$ cat src/rtl/bcg_pkg.sv
package bcg_pkg;
  localparam int unsigned BEAT_W = 3;   // enough for the longest burst (8)
  localparam int unsigned BLSEL_W = 2;

  typedef enum logic {
    ORDER_SEQ   = 1'b0,
    ORDER_INTLV = 1'b1
  } order_e;

  typedef struct packed {
    logic [BLSEL_W-1:0] len_code;
    order_e             order;
  } burst_cfg_t;
endpackage

$ cat src/rtl/bcg_beat_ctr.sv
module bcg_beat_ctr
  import bcg_pkg::*;
(
  input  logic              clk,
  input  logic              rst_n,
  input  logic              load_i,
  input  logic              fire_i,
  input  logic [BLSEL_W-1:0] len_code_i,
  output logic              busy_o,
  output logic [BEAT_W-1:0] beat_o,
  output logic              final_o
);
  logic [BEAT_W-1:0] lim;

  // final beat index = BL-1
  assign lim     = BEAT_W'((1 << len_code_i) - 1);
  assign final_o = (beat_o == lim);

  always_ff @(posedge clk or negedge rst_n) begin
    if (!rst_n) begin
      busy_o <= 1'b0;
      beat_o <= '0;
    end else if (load_i) begin
      busy_o <= 1'b1;
      beat_o <= '0;
    end else if (fire_i) begin
      if (final_o) begin
        busy_o <= 1'b0;
        beat_o <= '0;
      end else begin
        beat_o <= beat_o + BEAT_W'(1);
      end
    end
  end

  // the beat index never runs past the final beat of the burst
  a_r6_beat_in_range: assert property (@(posedge clk) disable iff (!rst_n)
    busy_o |-> (beat_o <= lim));
endmodule

$ cat src/rtl/bcg_order.sv
module bcg_order
  import bcg_pkg::*;
#(
  parameter int unsigned COL_W = 9
) (
  input  logic [COL_W-1:0]   base_i,
  input  logic [BEAT_W-1:0]  beat_i,
  input  logic [BLSEL_W-1:0] len_code_i,
  input  order_e             order_i,
  output logic [COL_W-1:0]   addr_o
);
  logic [COL_W-1:0] seg_mask;
  logic [COL_W-1:0] beat_ext;
  logic [COL_W-1:0] low_bits;

  assign seg_mask = (COL_W'(1) << len_code_i) - COL_W'(1);
  assign beat_ext = COL_W'(beat_i);

  always_comb begin
    unique case (order_i)
      ORDER_INTLV: low_bits = (base_i ^ beat_ext) & seg_mask;
      default:     low_bits = (base_i + beat_ext) & seg_mask;
    endcase
  end

  assign addr_o = (base_i & ~seg_mask) | low_bits;
endmodule

$ cat src/rtl/burst_col_gen.sv
module burst_col_gen
  import bcg_pkg::*;
#(
  parameter int unsigned COL_W = 9
) (
  input  logic             clk,
  input  logic             rst_n,
  input  logic             start,
  input  logic [COL_W-1:0] start_col,
  input  logic [1:0]       bl_sel,
  input  logic             wrap_sel,
  output logic             col_valid,
  input  logic             col_ready,
  output logic [COL_W-1:0] col_addr,
  output logic             col_last
);
  burst_cfg_t        cfg_q;
  logic [COL_W-1:0]  base_q;
  logic [BEAT_W-1:0] beat;
  logic              busy;
  logic              is_final;
  logic              fire;

  always_ff @(posedge clk or negedge rst_n) begin
    if (!rst_n) begin
      cfg_q  <= '{len_code: '0, order: ORDER_SEQ};
      base_q <= '0;
    end else if (start) begin
      cfg_q  <= '{len_code: bl_sel, order: order_e'(wrap_sel)};
      base_q <= start_col;
    end
  end

  assign fire = col_valid && col_ready;

  bcg_beat_ctr u_ctr (
    .clk       (clk),
    .rst_n     (rst_n),
    .load_i    (start),
    .fire_i    (fire),
    .len_code_i(cfg_q.len_code),
    .busy_o    (busy),
    .beat_o    (beat),
    .final_o   (is_final)
  );

  bcg_order #(.COL_W(COL_W)) u_order (
    .base_i    (base_q),
    .beat_i    (beat),
    .len_code_i(cfg_q.len_code),
    .order_i   (cfg_q.order),
    .addr_o    (col_addr)
  );

  assign col_valid = busy;
  assign col_last  = busy && is_final;

  // first beat is the captured start column
  a_r2_first_beat: assert property (@(posedge clk) disable iff (!rst_n)
    start |=> (col_valid && col_addr == $past(start_col)));

  // single-beat burst is flagged last at once
  a_r7_single_last: assert property (@(posedge clk) disable iff (!rst_n)
    (start && bl_sel == 2'd0) |=> col_last);

  // consuming the last beat ends the stream
  a_r6_drop_after_last: assert property (@(posedge clk) disable iff (!rst_n)
    (fire && col_last && !start) |=> !col_valid);

  // back-pressure freezes the beat
  a_r8_hold_on_stall: assert property (@(posedge clk) disable iff (!rst_n)
    (col_valid && !col_ready && !start) |=>
      (col_valid && $stable(col_addr) && $stable(col_last)));

  // upper address bits stay in the start segment while busy
  a_r5_same_segment: assert property (@(posedge clk) disable iff (!rst_n)
    (col_valid && !start && !$past(start)) |=>
      (!col_valid || (col_addr >> 3) == ($past(col_addr) >> 3)));
endmodule

$ cat config.mk
export PLATFORM = sky130hd
export DESIGN_NAME = burst_col_gen
export DESIGN_NICKNAME = d
export VERILOG_FILES = /design/src/rtl/bcg_pkg.sv /design/src/rtl/bcg_beat_ctr.sv /design/src/rtl/bcg_order.sv /design/src/rtl/burst_col_gen.sv
export SDC_FILE = /design/constraint.sdc
export NUM_CORES = 1
export LEC_CHECK = 0
export BUFFER_PORTS_ARGS = -buffer_cell sky130_fd_sc_hd__buf_2
export CAP_MARGIN = 20
export CELL_PAD_IN_SITES_DETAIL_PLACEMENT = 0
export CELL_PAD_IN_SITES_GLOBAL_PLACEMENT = 2
export CORE_AREA = 4 4 61 63
export DETAILED_ROUTE_END_ITERATION = 10
export DIE_AREA = 0 0 65 67
export PLACE_DENSITY = 0.89
export SLEW_MARGIN = 10
export SYNTH_ARGS = -nofsm -noshare
export SYNTH_HDL_FRONTEND = slang
export SYNTH_SLANG_ARGS = --single-unit
$ cat constraint.sdc
create_clock -name clk -period 2.9 [get_ports clk]
set_clock_uncertainty 0.15 [all_clocks]
set_input_delay 0.145 -clock clk [delete_from_list [all_inputs] [get_ports clk]]
set_output_delay 0.145 -clock clk [all_outputs]
set_load 0.01 [all_outputs]
==> flow_summary_export.csv, run 1 <==
group,metric,value,unit
sta,fin_hold_ws,22.23,ps
logic_synthesis,yosysSeqAreaShare,0.3851,
cells_and_area,fin_util,0.4255,
routing,drt-total-wl,2291,um
critical_path,cp.arrival,2160,ps
global_routing,grt_max_degree,21,
critical_path,reg2reg_depth,5,
sta,slew_headroom,0.7249,
floorplanning,die_w,65,um
cells_and_area,final_design_area_no_fill,1375,um2
power,comb_power_share,0.338,
critical_path,path_class,"reg2out",
placement,dp.cells,167,
critical_path,crit_path_end_kind,"primary output",
clocking,cts_tree,"done",
clocking,cts_made_buffers,3,
sta,rsz0062_at_grt,"no",
logic_synthesis,synth_edf_count,0,
global_routing,grt_usage,0.1189,
logic_synthesis,synth.distinct_cells,36,
cells_and_area,multi_input_area,601.8,um2
clocking,cts.path.max_buffers,2,
floorplanning,pin_count,27,
logic_synthesis,synth.top_cell.area_share,0.3851,
placement,place_area,1209,um2
placement,dp_hpwl,1726,um
cells_and_area,antenna-diode-count,0,
power,finalPower,0.6544,mW
logic_synthesis,synth.largest_area_cell,"dfrtp_1",
global_routing,gr-total-overflow,0,
hold_path,hold_depth,3,
routing,avgViaCountPerCell,4.739,
cells_and_area,final_nets,162,
logic_synthesis,yosys_most_used_dff,"dfrtp_1",
floorplanning,design.core.area,3232,um2
logic_synthesis,yosysMostFrequentCell,"dfrtp_1",
clocking,clkTransAtPathRegs,100,ps
routing,ant_nets,0,
critical_path,cp.required,2610,ps
clocking,postCtsSetupBuffers,0,
power,clock_power_share,0.234,
clocking,clk_latency,290,ps
sta,tns,0,ps
cells_and_area,instances_no_fill,184,
routing,dr_total_vias,872,
routing,drt_iter0_drc,24,
logic_synthesis,yosysWarnings,0,
hold_path,hold_class,"in2reg",
placement,portBuffers,26,
floorplanning,die-area,4355,um2
sta,finalWorstSetupSlack,449.5,ps
cells_and_area,fillCellCount,337,
critical_path,cp-start-kind,"flop",
floorplanning,dieHeight,67,um
sta,tightest_slew,412.7,ps
logic_synthesis,postSynth.asyncResetShare,1.000,
power,p_sw,0.2176,mW
logic_synthesis,syn_area_per_cell,10.50,um2
sta,fmax,408.1,MHz
logic_synthesis,synthCells,99,
sta,setup_viol,0,
power,intPower,0.4368,mW
clocking,clock_sinks,16,
routing,dr.pass1.iters,4,
power,switching_share,0.3326,
flow_run,cap_violations,0,
cells_and_area,drive_gt1_frac,0.3478,
clocking,htreeDepth,1,
floorplanning,start_util,0.3217,
logic_synthesis,ys_ff_latch,16,
global_routing,grt_pass1_wl,4015,um
sta,hold_viol,0,
sta,final_max_slew_viol_count,0,
cells_and_area,syn2layout_area_growth,32.25,%
logic_synthesis,synth_top_cells_by_count,"16 x dfrtp_1, 12 x mux2_2, 6 x ha_1",
power,max-vdd-ir-drop,229.2,uV
global_routing,first_global_vias,927,
outcome,status,"completed",
routing,drc_errors,0,
logic_synthesis,synth_nets,122,
placement,gp_congestion,0.7663,
floorplanning,num_rows,21,
power,seqPwrFrac,0.428,
power,power.density,475.9,nW/um2
logic_synthesis,synth.area.top_cells,"dfrtp_1 39%, mux2_2 13%, ha_1 7.2%, xor2_1 3.4%, xnor2_1 2.5%",
routing,wl_per_cell,12.45,um
global_routing,antenna_found_initial,0,
clocking,cts_root_buf,"clkbuf_4",
placement,post-place-ws,786.8,ps
sta,period_needed,2450,ps
power,leakage,0.6393,nW
critical_path,crit_path_max_fanout,7,
sta,period_share,0.8450,
logic_synthesis,synthesis.area,1040,um2
cells_and_area,regArea,400.4,um2
flip-flops by register name, summed over array words and instances, names as in the netlist:
name          flops
base_q            9
cfg_q             3
u_ctr.beat_o      3
u_ctr.busy_o      1
what timing repair did:
item                      CTS  global route
hold endpoints to repair   28             0
hold buffers               13             0
gates resized for setup     0             0
logic make-up (layout without fill, tap and decap cells):
logic type      count (synthesis)  count (layout)  share of synthesized area
flops                          16              16                     0.3851
mux                            14              14                     0.1492
simple gates                   33              33                     0.1938
xor+xnor                        7               7                    0.05897
fa+ha+maj                       7               7                    0.09145
buf+inv                         9              48                    0.03610
compound gates                 13              13                    0.08544
routing by layer:
| metal | global-route usage | vias to the layer above | wire length [um] |
|---|---|---|---|
| li1 | - | 427 | - |
| met1 | 0.1458 | 421 | 1099 |
| met2 | 0.2043 | 22 | 1072 |
| met3 | 0.03710 | 2 | 108 |
| met4 | 0.02375 | 0 | 12 |
| met5 | 0 | - | 0 |
layout by cell type (no fill, tap or decap), drive strengths merged, types with 3 or more instances in the layout:
cell         count
nor3             4
xnor2            3
ha               6
nor2             5
o21ai            4
xor2             4
mux2            12
clkbuf           4
buf             26
inv              5
nand2            5
dfrtp           16
dlygate4sd3     13
worst max-delay path, cell delays in order (launching register included):
cell and delay (ps):
dfrtp_1 480, ha_1 230, inv_1 60, fa_1 380, nor2b_1 120, o21a_1 190, nand3_1 110, xnor2_1 140
buf_2 150
power by group through the flow:
stage                     Combinational [mW]  Sequential [mW]  Clock [mW]
after floorplan                        0.147            0.276           0
after global routing                   0.250            0.285       0.168
after detailed placement               0.211            0.285           0
after CTS                              0.225            0.280       0.161
after global placement                 0.205            0.283           0
final                                  0.221            0.280       0.153
worst paths after layout:
path | slack, ps | startpoint | to
min in group asynchronous | 140 | rst_n | base_q[2]$_DFFE_PN0P_
worst max-delay path | 450 | u_ctr.beat_o[0]$_DFFE_PN0P_ | col_addr[8]
worst min-delay path | 20 | col_ready | u_ctr.busy_o$_DFFE_PN0P_
max in group asynchronous | 2190 | rst_n | u_ctr.beat_o[1]$_DFFE_PN0P_
worst min register to register | 400 | u_ctr.busy_o$_DFFE_PN0P_ | u_ctr.busy_o$_DFFE_PN0P_
worst max register to register | 810 | cfg_q[2]$_DFFE_PN0P_ | u_ctr.busy_o$_DFFE_PN0P_
area by class of cell:
type                    instances  share of cell area
multi-input cells              74              0.4377
repair buffers                 39              0.1893
flip-flops and latches         16              0.2912
inverters                       5             0.01365
clock buffers                   4             0.02639
well taps                      46             0.04186
Note: power is estimated with default switching activity, not from simulation.
==> run 2, diff against run 1 <==
CORE_AREA = 4 4 63 65   (was 4 4 61 63)
DIE_AREA = 0 0 67 69   (was 0 0 65 67)
PLACE_DENSITY = 0.85   (was 0.89)
clock period = 2.4 ns   (was 2.9 ns; I/O delays follow)
==> flow_summary_export.csv, run 2 (synthesized netlist as in run 1, its figures left out) <==
group,metric,value,unit
outcome,status,"completed",
critical_path,worst_path_largest_cell_delay,460,ps
sta,final_max_slew_viol_count,0,
routing,dr.pass1.iters,4,
clocking,htreeDepth,1,
cells_and_area,largest_reg_flops,9,
cells_and_area,final_design_area_no_fill,1445,um2
routing,dr_total_vias,880,
critical_path,worstPathCellList,"or2_2 > ha_2 > xor2_2 > and3_1 > buf_2",
routing,avgViaCountPerCell,4.656,
global_routing,antenna_found_initial,0,
floorplanning,start_util,0.3116,
floorplanning,dieHeight,69,um
routing,drt-total-wl,2312,um
sta,setup_viol,0,
floorplanning,die-area,4623,um2
clocking,clkTransAtPathRegs,100,ps
global_routing,grt.busiest_layer,"met2",
sta,slew_headroom,0.7372,
critical_path,path_class,"reg2out",
global_routing,grt_usage,0.1152,
placement,place_area,1209,um2
power,power.density,562.7,nW/um2
cells_and_area,multi_input_area,628.1,um2
cells_and_area,drive_gt1_frac,0.4336,
hold_path,hold_class,"in2reg",
cells_and_area,max_flop_register,"base_q",
clocking,cts_root_buf,"clkbuf_4",
routing,wl_per_cell,12.23,um
floorplanning,die_w,67,um
clocking,cts_made_buffers,3,
sta,tightest_slew,394.2,ps
critical_path,crit_path_top_delay_cell,"dfrtp_1",
flow_run,cap_violations,0,
critical_path,crit_path_end_kind,"primary output",
global_routing,met1_usage,0.1472,
critical_path,critical_path.top_delay_family,"simple AND/OR/NAND/NOR gates",
floorplanning,pin_count,27,
sta,fmax,442.6,MHz
global_routing,grt_max_degree,21,
floorplanning,design.core.area,3337,um2
sta,period_share,0.9413,
placement,gp_congestion,0.7103,
routing,drt_iter0_drc,23,
clocking,clk_latency,290,ps
cells_and_area,fin_util,0.4331,
clocking,cts.path.max_buffers,2,
cells_and_area,antenna-diode-count,0,
placement,dp_hpwl,1651,um
routing,drc_errors,0,
global_routing,use_met3,0.03409,
cells_and_area,reg.largest.list,"base_q: 9 flops, cfg_q: 3 flops, u_ctr.beat_o: 3 flops",
critical_path,critPathBufInv,1,
global_routing,first_global_vias,934,
sta,hold_viol,0,
routing,ant_nets,0,
clocking,cts_tree,"done",
cells_and_area,final_nets,167,
power,max-vdd-ir-drop,376.2,uV
critical_path,crit_path_max_fanout,7,
critical_path,cp.required,2130,ps
placement,portBuffers,26,
critical_path,cp.arrival,1990,ps
cells_and_area,final_cell_mix,"26 x buf_2, 14 x dlygate4sd3_1, 13 x dfrtp_1",
cells_and_area,instances_no_fill,189,
global_routing,grt_util_met2,0.1910,
floorplanning,num_rows,21,
cells_and_area,syn2layout_area_growth,38.99,%
placement,dp.cells,167,
power,leakage,0.6589,nW
cells_and_area,fillCellCount,331,
cells_and_area,regArea,404.1,um2
global_routing,gr-total-overflow,0,
critical_path,cp-start-kind,"flop",
clocking,clock_sinks,16,
global_routing,grt_pass1_wl,4202,um
sta,period_needed,2259,ps
cells_and_area,layout_commonest_cell,"buf_2",
==> run 2: changes by cell type in the layout (fill, tap and decap cells not counted) <==
| cell | change |
|---|---|
| ha_2 | +2 |
| o21a_1 | -1 |
| xor2_1 | -1 |
| buf_4 | +4 |
| dlygate4sd3_1 | +1 |
| fa_1 | -1 |
| xor2_2 | +1 |
| dfrtp_1 | -3 |
| dfrtp_2 | +3 |
| nand3_1 | -2 |
| o21a_2 | +1 |
| nand3_2 | +2 |
| fa_2 | +1 |
| ha_1 | -2 |
==> run 2: final timing paths <==
check,to,slack [ps],from,cells after the start
worst min-delay path,u_ctr.beat_o[0]$_DFFE_PN0P_,80,start,2
max in group asynchronous,cfg_q[2]$_DFFE_PN0P_,1690,rst_n,2
worst max-delay path,col_last,140,cfg_q[1]$_DFFE_PN0P_,5
worst max register to register,u_ctr.busy_o$_DFFE_PN0P_,430,cfg_q[1]$_DFFE_PN0P_,5
min in group asynchronous,u_ctr.busy_o$_DFFE_PN0P_,130,rst_n,2
worst min register to register,base_q[8]$_DFFE_PN0P_,390,base_q[8]$_DFFE_PN0P_,1
==> run 2: per-stage QoR <==
step                      setup TNS [ps]  setup WS, ps  hold slack, ps  total power [mW]
after global routing              -2.099        -2.099           131.6            0.8799
after detailed placement               0         311.0          -89.98            0.5940
after floorplan                        0         514.2          -325.6            0.5118
final                                  0         140.8           82.90            0.8131
after global placement                 0         338.6          -90.73            0.5885
after CTS                              0         37.00           88.82            0.7989
==> run 2: cell type report <==
| type | count | area share |
|---|---|---|
| Multi-Input combinational cell | 74 | 0.4346 |
| Sequential cell | 16 | 0.2797 |
| Timing Repair Buffer | 44 | 0.2078 |
| Tap cell | 46 | 0.03983 |
| Clock buffer | 4 | 0.02511 |
| Inverter | 5 | 0.01299 |
==> run 2: repair_timing <==
item                       CTS  global route
buffers inserted             0             4
hold buffers                14             0
cloned                       0             0
setup endpoints to repair    2             4
pin swaps                    0             5
hold endpoints to repair    29             0
resized for setup            1             9
==> run 2: report_power, final <==
group	internal [mW]	switching (mW)	leakage [nW]
sequential	0.301	0.0400	0.186
clock	0.0924	0.0904	0.0210
combinational	0.154	0.135	0.451
total	0.548	0.266	0.659
==> run 2: layer usage <==
layer  wire, um  up-vias
met2       1115       19
met5          0        -
met1       1075      418
met3        104        2
met4         17        0
li1           -      441
==> run 3, diff against run 2 <==
GPL_TIMING_DRIVEN = 0   (was unset)
PLACE_DENSITY = unset   (was 0.85)
PLACE_DENSITY_LB_ADDON = 0.1   (was unset)
==> flow_summary_export.csv, run 3 (synthesized netlist as in run 1, its figures left out) <==
group,metric,value,unit
outcome,status,"completed",
cells_and_area,drive_gt1_frac,0.4097,
sta,tightest_slew,553.0,ps
placement,portBuffers,25,
cells_and_area,regArea,402.9,um2
routing,drt-total-wl,2460,um
cells_and_area,multi_input_area,628.1,um2
floorplanning,design.core.area,3337,um2
routing,dr.pass1.iters,2,
sta,tns,0,ps
floorplanning,start_util,0.3116,
clocking,clkTransAtPathRegs,100,ps
floorplanning,pin_count,27,
placement,gp_congestion,0.7030,
critical_path,cp.arrival,2020,ps
global_routing,first_global_vias,940,
sta,final_max_slew_viol_count,0,
clocking,htreeDepth,1,
power,leakage,0.6539,nW
clocking,clock_sinks,16,
critical_path,cp-start-kind,"flop",
cells_and_area,layout_commonest_cell,"buf_2",
global_routing,grt_usage,0.1225,
placement,dp_hpwl,1821,um
critical_path,path_class,"reg2out",
cells_and_area,reg.largest.list,"base_q: 9 flops, cfg_q: 3 flops, u_ctr.beat_o: 3 flops",
clocking,cts.path.max_buffers,2,
flow_run,cap_violations,0,
sta,hold_viol,0,
cells_and_area,antenna-diode-count,0,
cells_and_area,max_flop_register,"base_q",
routing,ant_nets,0,
sta,period_needed,2293,ps
cells_and_area,fillCellCount,350,
cells_and_area,largest_reg_flops,9,
sta,slew_headroom,0.6313,
sta,fmax,436.2,MHz
placement,place_area,1222,um2
routing,wl_per_cell,12.95,um
floorplanning,die_w,67,um
hold_path,hold_class,"in2async",
power,power.density,560.1,nW/um2
routing,drc_errors,0,
cells_and_area,final_nets,168,
floorplanning,dieHeight,69,um
clocking,clk_latency,290,ps
cells_and_area,fin_util,0.4323,
clocking,cts_root_buf,"clkbuf_4",
routing,dr_total_vias,888,
clocking,cts_tree,"done",
floorplanning,die-area,4623,um2
critical_path,cp.required,2130,ps
routing,drt_iter0_drc,34,
global_routing,grt_max_degree,17,
global_routing,antenna_found_initial,0,
clocking,cts_made_buffers,3,
critical_path,crit_path_end_kind,"primary output",
routing,avgViaCountPerCell,4.674,
cells_and_area,final_cell_mix,"25 x buf_2, 14 x dfrtp_1, 14 x dlygate4sd3_1",
floorplanning,num_rows,21,
global_routing,gr-total-overflow,0,
sta,setup_viol,0,
cells_and_area,final_design_area_no_fill,1443,um2
critical_path,crit_path_max_fanout,7,
global_routing,grt_pass1_wl,4374,um
power,max-vdd-ir-drop,252.5,uV
cells_and_area,syn2layout_area_growth,38.75,%
sta,period_share,0.9552,
run 3: what timing repair did:
action	4_1_cts	5_1_grt
gates resized for setup	1	8
hold endpoints to repair	29	0
hold buffers	14	0
cloned	0	0
pin swaps	0	5
endpoints found under the setup margin	2	3
buffers inserted	1	1
run 3: per-stage QoR:
step	hold slack (ps)	worst slack, ps	total power [mW]	std cells
final	121.6	107.5	0.8081	190
after global routing	149.4	-17.84	0.8793	190
after CTS	132.7	1.875	0.8160	189
after detailed placement	-74.77	268.9	0.5997	170
after global placement	-78.27	259.6	0.5961	170
after floorplan	-325.6	514.2	0.5118	99
run 3: metal layers:
metal / vias up / share of wire / routed length (um) / track usage
met3: 4 / 0.050 / 122 / 0.02435
met2: 22 / 0.49 / 1211 / 0.2041
li1: 441 / - / - / -
met5: - / 0 / 0 / 0
met4: 0 / 0.011 / 26 / 0.04054
met1: 421 / 0.45 / 1100 / 0.1546
run 3: worst max-delay path, stage by stage, from the launching register on:
cell	delay, ps
dfrtp_1	450
or2_2	360
ha_2	410
xor2_2	210
and3_1	180
buf_2	120
run 3: area by class of cell:
cell class | count | share of cell area
clock buffers | 4 | 0.02515
flip-flops and latches | 16 | 0.2793
multi-input cells | 74 | 0.4354
plain buffers | 4 | 0.01301
repair buffers | 41 | 0.1943
well taps | 46 | 0.03990
inverters | 5 | 0.01301
run 3: path summary, 6_finish.rpt:
| check | from | endpoint | slack, ps | cells after the start |
|---|---|---|---|---|
| setup / recovery | cfg_q[2]$_DFFE_PN0P_ | col_last | 110 | 5 |
| hold / removal | rst_n | base_q[1]$_DFFE_PN0P_ | 120 | 2 |
| setup reg to reg | cfg_q[2]$_DFFE_PN0P_ | u_ctr.busy_o$_DFFE_PN0P_ | 390 | 5 |
| hold reg to reg | base_q[8]$_DFFE_PN0P_ | base_q[8]$_DFFE_PN0P_ | 400 | 1 |
| max in group asynchronous | rst_n | u_ctr.beat_o[0]$_DFFE_PN0P_ | 1670 | 2 |
| min in group clk | start | u_ctr.beat_o[0]$_DFFE_PN0P_ | 120 | 2 |
run 3: where the power goes:
part / internal [mW] / switching, mW / leakage [nW] / total, mW
sequential: 0.301 / 0.0387 / 0.187 / 0.339
combinational: 0.150 / 0.137 / 0.446 / 0.286
clock: 0.0924 / 0.0900 / 0.0210 / 0.182
total: 0.543 / 0.265 / 0.654 / 0.808
